===== src/rtl/tri_wiper_i2c_slave.sv =====
module tri_wiper_i2c_slave #(
  parameter logic [5:0] FAMILY   = 6'b101000,
  parameter logic [7:0] REG_BASE = 8'hF8
) (
  input  logic       clk,
  input  logic       rst_n,
  input  logic       scl_in,
  input  logic       sda_in,
  input  logic       sel_pin,
  output logic       sda_pull,
  output logic       ch0_hiz,
  output logic [6:0] ch0_pos,
  output logic       ch1_hiz,
  output logic [6:0] ch1_pos,
  output logic       ch2_hiz,
  output logic [6:0] ch2_pos
);
  localparam int NCH = 3;

  typedef enum logic [3:0] {
    IDLE, CMD, CMD_ACK, PTR, PTR_ACK, WR, WR_ACK, RD, RD_ACK
  } st_t;

  st_t        state;
  logic [1:0] scl_sy, sda_sy;
  logic       scl_q, sda_q;
  logic [3:0] cnt;
  logic [7:0] sr, ptr, tx, rd_val;
  logic       rw, mack;
  logic [7:0] regs [NCH];

  wire scl_s = scl_sy[1];
  wire sda_s = sda_sy[1];

  always_ff @(posedge clk) begin
    if (!rst_n) begin
      scl_sy <= 2'b11;
      sda_sy <= 2'b11;
      scl_q  <= 1'b1;
      sda_q  <= 1'b1;
    end else begin
      scl_sy <= {scl_sy[0], scl_in};
      sda_sy <= {sda_sy[0], sda_in};
      scl_q  <= scl_s;
      sda_q  <= sda_s;
    end
  end

  wire start_ev  = scl_q & scl_s & sda_q & ~sda_s;
  wire stop_ev   = scl_q & scl_s & ~sda_q & sda_s;
  wire rise      = ~scl_q & scl_s;
  wire fall      = scl_q & ~scl_s;
  wire byte_done = (cnt == 4'd8);
  wire cmd_hit   = (sr[7:2] == FAMILY) && (sr[1] == sel_pin);

  wire [7:0] ofs    = ptr - REG_BASE;
  wire       ptr_ok = (ofs < 8'(NCH));

  always_comb rd_val = ptr_ok ? regs[ofs[1:0]] : 8'h00;

  always_ff @(posedge clk) begin
    if (!rst_n) begin
      state    <= IDLE;
      cnt      <= '0;
      sr       <= '0;
      ptr      <= '0;
      tx       <= '0;
      rw       <= 1'b0;
      mack     <= 1'b1;
      sda_pull <= 1'b0;
      for (int i = 0; i < NCH; i++) regs[i] <= '0;
    end else if (start_ev) begin
      state    <= CMD;
      cnt      <= '0;
      sda_pull <= 1'b0;
    end else if (stop_ev) begin
      state    <= IDLE;
      sda_pull <= 1'b0;
    end else begin
      case (state)
        CMD, PTR, WR: begin
          if (rise && !byte_done) begin
            sr  <= {sr[6:0], sda_s};
            cnt <= cnt + 4'd1;
          end else if (fall && byte_done) begin
            cnt <= '0;
            if (state == CMD) begin
              if (cmd_hit) begin
                rw       <= sr[0];
                sda_pull <= 1'b1;
                state    <= CMD_ACK;
              end else begin
                state <= IDLE;
              end
            end else if (state == PTR) begin
              ptr      <= sr;
              sda_pull <= 1'b1;
              state    <= PTR_ACK;
            end else begin
              if (ptr_ok) regs[ofs[1:0]] <= sr;
              sda_pull <= 1'b1;
              state    <= WR_ACK;
            end
          end
        end
        CMD_ACK: if (fall) begin
          if (rw) begin
            tx       <= rd_val;
            sda_pull <= ~rd_val[7];
            cnt      <= '0;
            state    <= RD;
          end else begin
            sda_pull <= 1'b0;
            state    <= PTR;
          end
        end
        PTR_ACK, WR_ACK: if (fall) begin
          sda_pull <= 1'b0;
          state    <= WR;
        end
        RD: begin
          if (rise) begin
            cnt <= cnt + 4'd1;
          end else if (fall) begin
            if (byte_done) begin
              sda_pull <= 1'b0;
              cnt      <= '0;
              state    <= RD_ACK;
            end else begin
              tx       <= {tx[6:0], 1'b0};
              sda_pull <= ~tx[6];
            end
          end
        end
        RD_ACK: begin
          if (rise) begin
            mack <= sda_s;
          end else if (fall) begin
            if (!mack) begin
              tx       <= rd_val;
              sda_pull <= ~rd_val[7];
              cnt      <= '0;
              state    <= RD;
            end else begin
              state <= IDLE;
            end
          end
        end
        default: ;
      endcase
    end
  end

  assign ch0_hiz = regs[0][7];
  assign ch0_pos = regs[0][6:0];
  assign ch1_hiz = regs[1][7];
  assign ch1_pos = regs[1][6:0];
  assign ch2_hiz = regs[2][7];
  assign ch2_pos = regs[2][6:0];
endmodule


===== config.mk =====
export PLATFORM = sky130hd
export DESIGN_NAME = tri_wiper_i2c_slave
export DESIGN_NICKNAME = d
export VERILOG_FILES = /design/src/rtl/tri_wiper_i2c_slave.sv
export SDC_FILE = /design/constraint.sdc
export NUM_CORES = 1
export LEC_CHECK = 0
export BUFFER_PORTS_ARGS = -buffer_cell sky130_fd_sc_hd__buf_4
export CORE_AREA = 4 4 87 89
export CTS_BUF_LIST = sky130_fd_sc_hd__clkbuf_2 sky130_fd_sc_hd__clkbuf_4 sky130_fd_sc_hd__clkbuf_8
export CTS_CLUSTER_DIAMETER = 200
export DETAILED_ROUTE_END_ITERATION = 8
export DIE_AREA = 0 0 91 93
export PLACE_DENSITY = 0.81
export SKIP_CTS_REPAIR_TIMING = 1
export SYNTH_ARGS = -nofsm -noshare
export SYNTH_HDL_FRONTEND = slang
export SYNTH_SLANG_ARGS = --single-unit

===== constraint.sdc =====
create_clock -name clk -period 2.55 [get_ports clk]
set_clock_uncertainty 0.15 [all_clocks]
set_input_delay 0.3825 -clock clk [delete_from_list [all_inputs] [get_ports clk]]
set_output_delay 0.3825 -clock clk [all_outputs]
set_load 0.03 [all_outputs]

==> results_dict.tcl, run 1 <==
set metrics [dict create \
    status "complete, no violations" \
    num_antenna_cells 0 \
    power.density_cell_area_mw_per_mm2 569 \
    post_synth_fa_ha_maj_area_fraction_pct 2.04 \
    cts_tree "yes" \
    rows 30 \
    crit_path_max_incr_delay_ns 0.36 \
    grt_max_degree 27 \
    setup_viol 0 \
    critical_path_peak_fanout 7 \
    worst_setup_path_endpoint "regs[1][2]" \
    grt_setup_unrepaired "yes" \
    cell_by_cell_listing_of_the_critical_path "inv_1 > ha_1 > nand3b_2 > a2111oi_2 > nand4_1 > buf_4 > nor2_1 > and2_1" \
    criticalPathCategory "reg2reg" \
    data_arrival_time_of_the_critical_path_ns 2.53 \
    leakage_power_summed_over_all_cells_nw 1.55 \
    layout_setup_ws_ns 0.0852 \
    share_of_cells_above_drive_strength_1_pct 22.7 \
    post-route-min-period_ns 2.46 \
    die_h_um 93 \
    tritoncts.num_buffers 9 \
    yosysTopAreaCell "sky130_fd_sc_hd__edfxtp_1" \
    ff2ff_setup_slack_ns 0.09 \
    worst_skew_pair.late_latency_ns 0.35 \
    final_setup_tns_ns 0 \
    timing.critical_path.from "scl_sy[1]" \
    drv.max_cap_violation_count 0 \
    hold_violations 0 \
    rr_startpoint "scl_sy[1]" \
    worst_setup_hold_path_clk_slew_ns 0.08 \
    firstDrtPassIters 5 \
    chipWidth_um 91 \
    synth_compound_area_share_pct 12.8 \
    drc 0 \
    slew_viol_final 0 \
    avgViaCountPerCell 6.04 \
    clock_path_buffers 2 \
    ys_seq_elements 72 \
    hold_path_class "in2reg" \
    io_pins 30 \
    mean_routed_wirelength_per_cell_um 18.9 \
    ys_dominant_reg_cell "sky130_fd_sc_hd__dfxtp_1" \
    finalWeightedCongestion 0.956 \
    detailedPlace.worstSlack_ns 0.0634 \
    worst_ir_drop_vdd_uv 421 \
    final_net_count 403 \
    slew_headroom_pct 61.7 \
    coreArea_mm2 0.00676 \
    drt_wl_total_um 9030 \
    worstReg2RegEnd "regs[1][2]" \
    synthesis.area_mm2 0.00369 \
    floorplan.die_area_mm2 0.00846 \
    synth_top_family_by_area "simple AND/OR/NAND/NOR gates" \
    syn_avg_cell_area_um2 10.8 \
    hpwl_reported_at_the_end_of_detailed_placement_um 6370 \
    end_kind "flop" \
    cts_num_sinks 72 \
    number_of_flops_mapped_to_enable_cells_by_yosys 32 \
    async_flop_share_pct 0 \
    synth.area.top_cells "sky130_fd_sc_hd__edfxtp_1 (26%), sky130_fd_sc_hd__dfxtp_1 (22%), sky130_fd_sc_hd__mux2i_1 (5.4%), sky130_fd_sc_hd__mux4_2 (4.9%), sky130_fd_sc_hd__and2_1 (4.4%)" \
    timing.final.crit_share_pct 96.7 \
    cell_with_the_most_instances_after_synthesis "sky130_fd_sc_hd__dfxtp_1" \
    synthDominantCellAreaShare_pct 26.1 \
    post_synthesis_cell_count 343 \
    fmaxAchievable_mhz 406 \
    htree_levels 3 \
    antenna_found_initial 0 \
    grt_first_pass_wirelength_um 14800 \
    num-fill-cells 530 \
    ys.warnings.count 0 \
    drt-initial-drc-count 143 \
    ff2ff_path_depth 8 \
    vias 2883 \
    flow.area_growth_from_synthesis_pct 16.5 \
    synth_xor_area_share_pct 0.712 \
    gr_ovfl_total 0 \
    tightestPinTransition_ns 0.573 \
    groute.usage.overall_pct 22.4 \
    critical_path_rt_ns 2.62 \
    cp_top_family "simple AND/OR/NAND/NOR gates" \
    cp_num_cells 8 \
    area_share_of_and_or_nand_nor_cells_after_synthesis_pct 21.9 \
    synth_sequential_area_ratio_pct 47.8 \
    synth_cell_types 60 \
    first_global_vias 2896 \
    critical_path_source_type "flop" \
    synthMuxAreaShare_pct 10.3 \
    clk_root_buffer_cell "sky130_fd_sc_hd__clkbuf_8" \
    critical_path.slowest_cell "sky130_fd_sc_hd__a2111oi_2" \
    critPathBufInv 2 \
    placement.io_buffers 29 \
    yosys-top-cells-count "sky130_fd_sc_hd__dfxtp_1 (40), sky130_fd_sc_hd__nor2_1 (33), sky130_fd_sc_hd__edfxtp_1 (32)" \
    floorplan.initialDensity_pct 54.6 \
    antenna_violating_nets_post_route 0 \
]
[cell families (layout without fill, tap and decap cells)]
family / count (synthesis) / after routing
adder cells (fa/ha/maj): 6 / 6
flip-flops: 72 / 72
other: 1 / 8
XOR/XNOR: 3 / 3
multiplexers: 28 / 28
AND/OR/NAND/NOR: 141 / 141
buffers and inverters: 30 / 77
AO/OA/AOI/OAI: 62 / 62
[per-layer routing]
layer	track usage [%]	vias to the layer above	part of all wire, %
met2	38.6	104	50
met5	0	-	0
met3	4.18	16	5.9
met1	28.6	1414	42
li1	-	1349	-
met4	6.91	0	1.9
[flip-flops by register name, indices dropped and copies added (netlist names)]
name and count:
regs 32, ptr 8, sr 8, tx 7, cnt 4, state 4, scl_sy 2, sda_sy 2
mack 1, rw 1, scl_q 1, sda_pull 1, sda_q 1
[cell usage in the layout, fill, tap and decap left out, types with 3 or more instances in the layout]
master and n:
sky130_fd_sc_hd__mux2i_1 20, sky130_fd_sc_hd__ha_1 6, sky130_fd_sc_hd__nor2b_1 13, sky130_fd_sc_hd__and3_1 3, sky130_fd_sc_hd__a32oi_1 9, sky130_fd_sc_hd__nor3_1 5, sky130_fd_sc_hd__dfxtp_1 40, sky130_fd_sc_hd__nand3_1 6
sky130_fd_sc_hd__nor2_1 33, sky130_fd_sc_hd__a21oi_1 16, sky130_fd_sc_hd__nand4_1 3, sky130_fd_sc_hd__inv_1 10, sky130_fd_sc_hd__nor4b_1 4, sky130_fd_sc_hd__buf_4 50, sky130_fd_sc_hd__a211oi_1 11, sky130_fd_sc_hd__conb_1 8
sky130_fd_sc_hd__edfxtp_1 32, sky130_fd_sc_hd__o21ai_1 3, sky130_fd_sc_hd__inv_6 3, sky130_fd_sc_hd__mux4_2 8, sky130_fd_sc_hd__nand2_1 17, sky130_fd_sc_hd__o21ai_0 5, sky130_fd_sc_hd__clkbuf_8 9, sky130_fd_sc_hd__and2_1 26
sky130_fd_sc_hd__nand2b_1 11
[power breakdown]
group	leakage [nW]	internal [mW]	switching [mW]	total, mW
clock network	0.107	0.561	0.482	1.04
registers	0.634	1.23	0.0191	1.25
logic	0.809	0.0554	0.0972	0.153
total	1.55	1.85	0.599	2.44
[cell type report]
cell class	count	area [µm²]	area share, %
Timing Repair Buffer	50	375	8.74
Tap cell	80	100	2.33
Inverter	11	41.3	0.961
Sequential cell	72	1760	41.0
Clock buffer	9	124	2.88
Multi-Input combinational cell	248	1790	41.7
Clock inverter	7	101	2.36
[worst min path at each step]
stage / cells after the start / endpoint / startpoint / slack (ns)
finish: 2 / scl_sy[0] / scl_in / 0.06
global route: 2 / scl_sy[0] / scl_in / 0.05
CTS: 2 / scl_sy[0] / scl_in / 0.05
detailed placement: 1 / sda_sy[1] / sda_sy[0] / 0.25
global placement: 1 / sda_sy[1] / sda_sy[0] / 0.24
floorplan: 1 / scl_sy[1] / scl_sy[0] / 0.24
[worst register-to-register path, stage by stage, from the launching register on]
cell	delay [ns]
sky130_fd_sc_hd__dfxtp_1	0.34
sky130_fd_sc_hd__inv_1	0.08
sky130_fd_sc_hd__ha_1	0.25
sky130_fd_sc_hd__nand3b_2	0.15
sky130_fd_sc_hd__a2111oi_2	0.36
sky130_fd_sc_hd__nand4_1	0.29
sky130_fd_sc_hd__buf_4	0.23
sky130_fd_sc_hd__nor2_1	0.29
sky130_fd_sc_hd__and2_1	0.19
[metrics by stage]
step           utilization (%)  hold slack (ns)  cell area (µm²)  cells  total power, mW
6_report                  63.6           0.0564             4300    477             2.44
5_1_grt                   63.6           0.0511             4300    477             2.52
4_1_cts                   63.6           0.0509             4290    477             2.45
3_5_place_dp              60.2            0.249             4070    461             1.42
3_3_place_gp              60.2            0.245             4070    461             1.42
2_1_floorplan                -            0.236             3710    350             1.36
Note: power is estimated with default switching activity, not from simulation.
==> inputs of run 2 (changes only) <==
CORE_AREA = 2 2 85 87   (was 4 4 87 89)
DIE_AREA = 0 0 87 89   (was 0 0 91 93)
==> run 2 against run 1 <==
Compared with the run above: sequential power barely moved; register-to-register slack improved by 0.09 ns; cell count did not move; setup slack improved by 0.089 ns; routed wire length fell by 4.9%; global-route usage rose by 2.0 points; non-clock buffer count did not move; sequential share of layout area rose by 0.37 points; highest routed layer is now met5.
==> results_dict.tcl, run 2 (synthesis results as in run 1) <==
set metrics [dict create \
    cts_tree "yes" \
    avgViaCountPerCell 5.94 \
    grt_max_degree 27 \
    hold_path_class "in2reg" \
    critical_path_peak_fanout 8 \
    grt_use_met3_pct 6.37 \
    grt_setup_unrepaired "no" \
    clock_path_buffers 2 \
    final_cell_mix "sky130_fd_sc_hd__buf_4 (50), sky130_fd_sc_hd__dfxtp_1 (40), sky130_fd_sc_hd__nor2_1 (33)" \
    drc 0 \
    final_common_cell "sky130_fd_sc_hd__buf_4" \
    drt_wl_total_um 8590 \
    power.density_cell_area_mw_per_mm2 530 \
    floorplan.initialDensity_pct 54.9 \
    critical_path_source_type "flop" \
    antenna_found_initial 1 \
    leakage_power_summed_over_all_cells_nw 1.53 \
    mean_routed_wirelength_per_cell_um 18.0 \
    vias 2834 \
    hold_violations 0 \
    grt-busiest-layer "met2" \
    criticalPathCategory "reg2reg" \
    clk_root_buffer_cell "sky130_fd_sc_hd__clkbuf_8" \
    groute.usage.overall_pct 24.3 \
    slew_viol_final 0 \
    htree_levels 3 \
    critical_path_rt_ns 2.68 \
    reg.largest.list "regs x32, ptr x8, sr x8" \
    finalWeightedCongestion 0.927 \
    hold_path_depth 2 \
    first_global_vias 2772 \
    drv.max_cap_violation_count 0 \
    flow.area_growth_from_synthesis_pct 15.4 \
    placement.io_buffers 29 \
    whs_ns 0.0670 \
    end_kind "flop" \
    data_arrival_time_of_the_critical_path_ns 2.51 \
    largest_register_ff_count 32 \
    drt-initial-drc-count 173 \
    grt_first_pass_wirelength_um 14200 \
    setup_viol 0 \
    gr_ovfl_total 0 \
    slew_headroom_pct 60.4 \
    status "complete, no violations" \
    grtUsageMet1_pct 31.4 \
    rows 30 \
    worst_ir_drop_vdd_uv 410 \
    fmaxAchievable_mhz 421 \
    coreArea_mm2 0.00672 \
    floorplan.die_area_mm2 0.00774 \
    cts_num_sinks 72 \
    timing.final.crit_share_pct 93.2 \
    io_pins 30 \
    worst_setup_hold_path_clk_slew_ns 0.09 \
    share_of_cells_above_drive_strength_1_pct 22.7 \
    die_h_um 89 \
    hpwl_reported_at_the_end_of_detailed_placement_um 6230 \
    final_core_area_utilization_pct 63.4 \
    antenna_violating_nets_post_route 0 \
    post-route-min-period_ns 2.38 \
    ff2ff_path_depth 7 \
    global_routing_usage_on_met2_pct 39.6 \
    chipWidth_um 87 \
    registers.top_by_ff_count "regs" \
    tritoncts.num_buffers 9 \
    final_net_count 403 \
    worst_skew_pair.late_latency_ns 0.36 \
    firstDrtPassIters 5 \
    num_antenna_cells 0 \
    tightestPinTransition_ns 0.592 \
]
run 2: changes by cell type in the layout (fill, tap and decap cells not counted), sizes merged:
cell      change
bufinv        -2
inv           +1
clkinvlp      +1
run 2: worst max-delay path, cell delays in order (launching register included):
cell                        delay, ns
sky130_fd_sc_hd__dfxtp_1         0.37
sky130_fd_sc_hd__inv_1           0.05
sky130_fd_sc_hd__ha_1            0.28
sky130_fd_sc_hd__nor3b_1         0.33
sky130_fd_sc_hd__nand3_1         0.17
sky130_fd_sc_hd__a2111oi_4       0.36
sky130_fd_sc_hd__and2_1          0.35
sky130_fd_sc_hd__mux2i_1         0.24
run 2: metrics by stage:
step	std cells	area, µm²	power (mW)	worst slack (ns)	setup TNS [ns]
after floorplan	350	3710	1.36	-0.0409	-0.655
after global placement	461	4070	1.42	0.253	0
after detailed placement	461	4070	1.42	0.191	0
after CTS	477	4260	2.27	0.174	0
after global routing	477	4260	2.33	0.0186	0
final	477	4260	2.26	0.174	0
run 2: cell type report:
| type | instances | area (µm²) |
|---|---|---|
| timing repair buffer | 50 | 375 |
| tap | 80 | 100 |
| clock buffer | 9 | 124 |
| fill | 523 | 2460 |
| inverter | 11 | 41.3 |
| sequential | 72 | 1760 |
| multi-input combinational | 248 | 1790 |
| clock inverter | 7 | 62.6 |
run 2: final timing paths:
check                           startpoint        end  slack [ns]
worst min register to register   sda_sy[0]  sda_sy[1]        0.26
worst min-delay path                scl_in  scl_sy[0]        0.07
worst max register to register       scl_q      tx[0]        0.17
worst max-delay path                 scl_q      tx[0]        0.17
run 2: layer usage:
layer	share of wire (%)	vias up
met5	0.15	-
met4	1.8	2
met3	4.4	18
met2	50	78
met1	43	1383
li1	-	1353
run 2: power by group:
| group | switching (mW) | internal, mW | total [mW] |
|---|---|---|---|
| Sequential | 0.0158 | 1.23 | 1.24 |
| Combinational | 0.0985 | 0.0548 | 0.153 |
| Clock | 0.487 | 0.373 | 0.860 |
| Total | 0.601 | 1.66 | 2.26 |
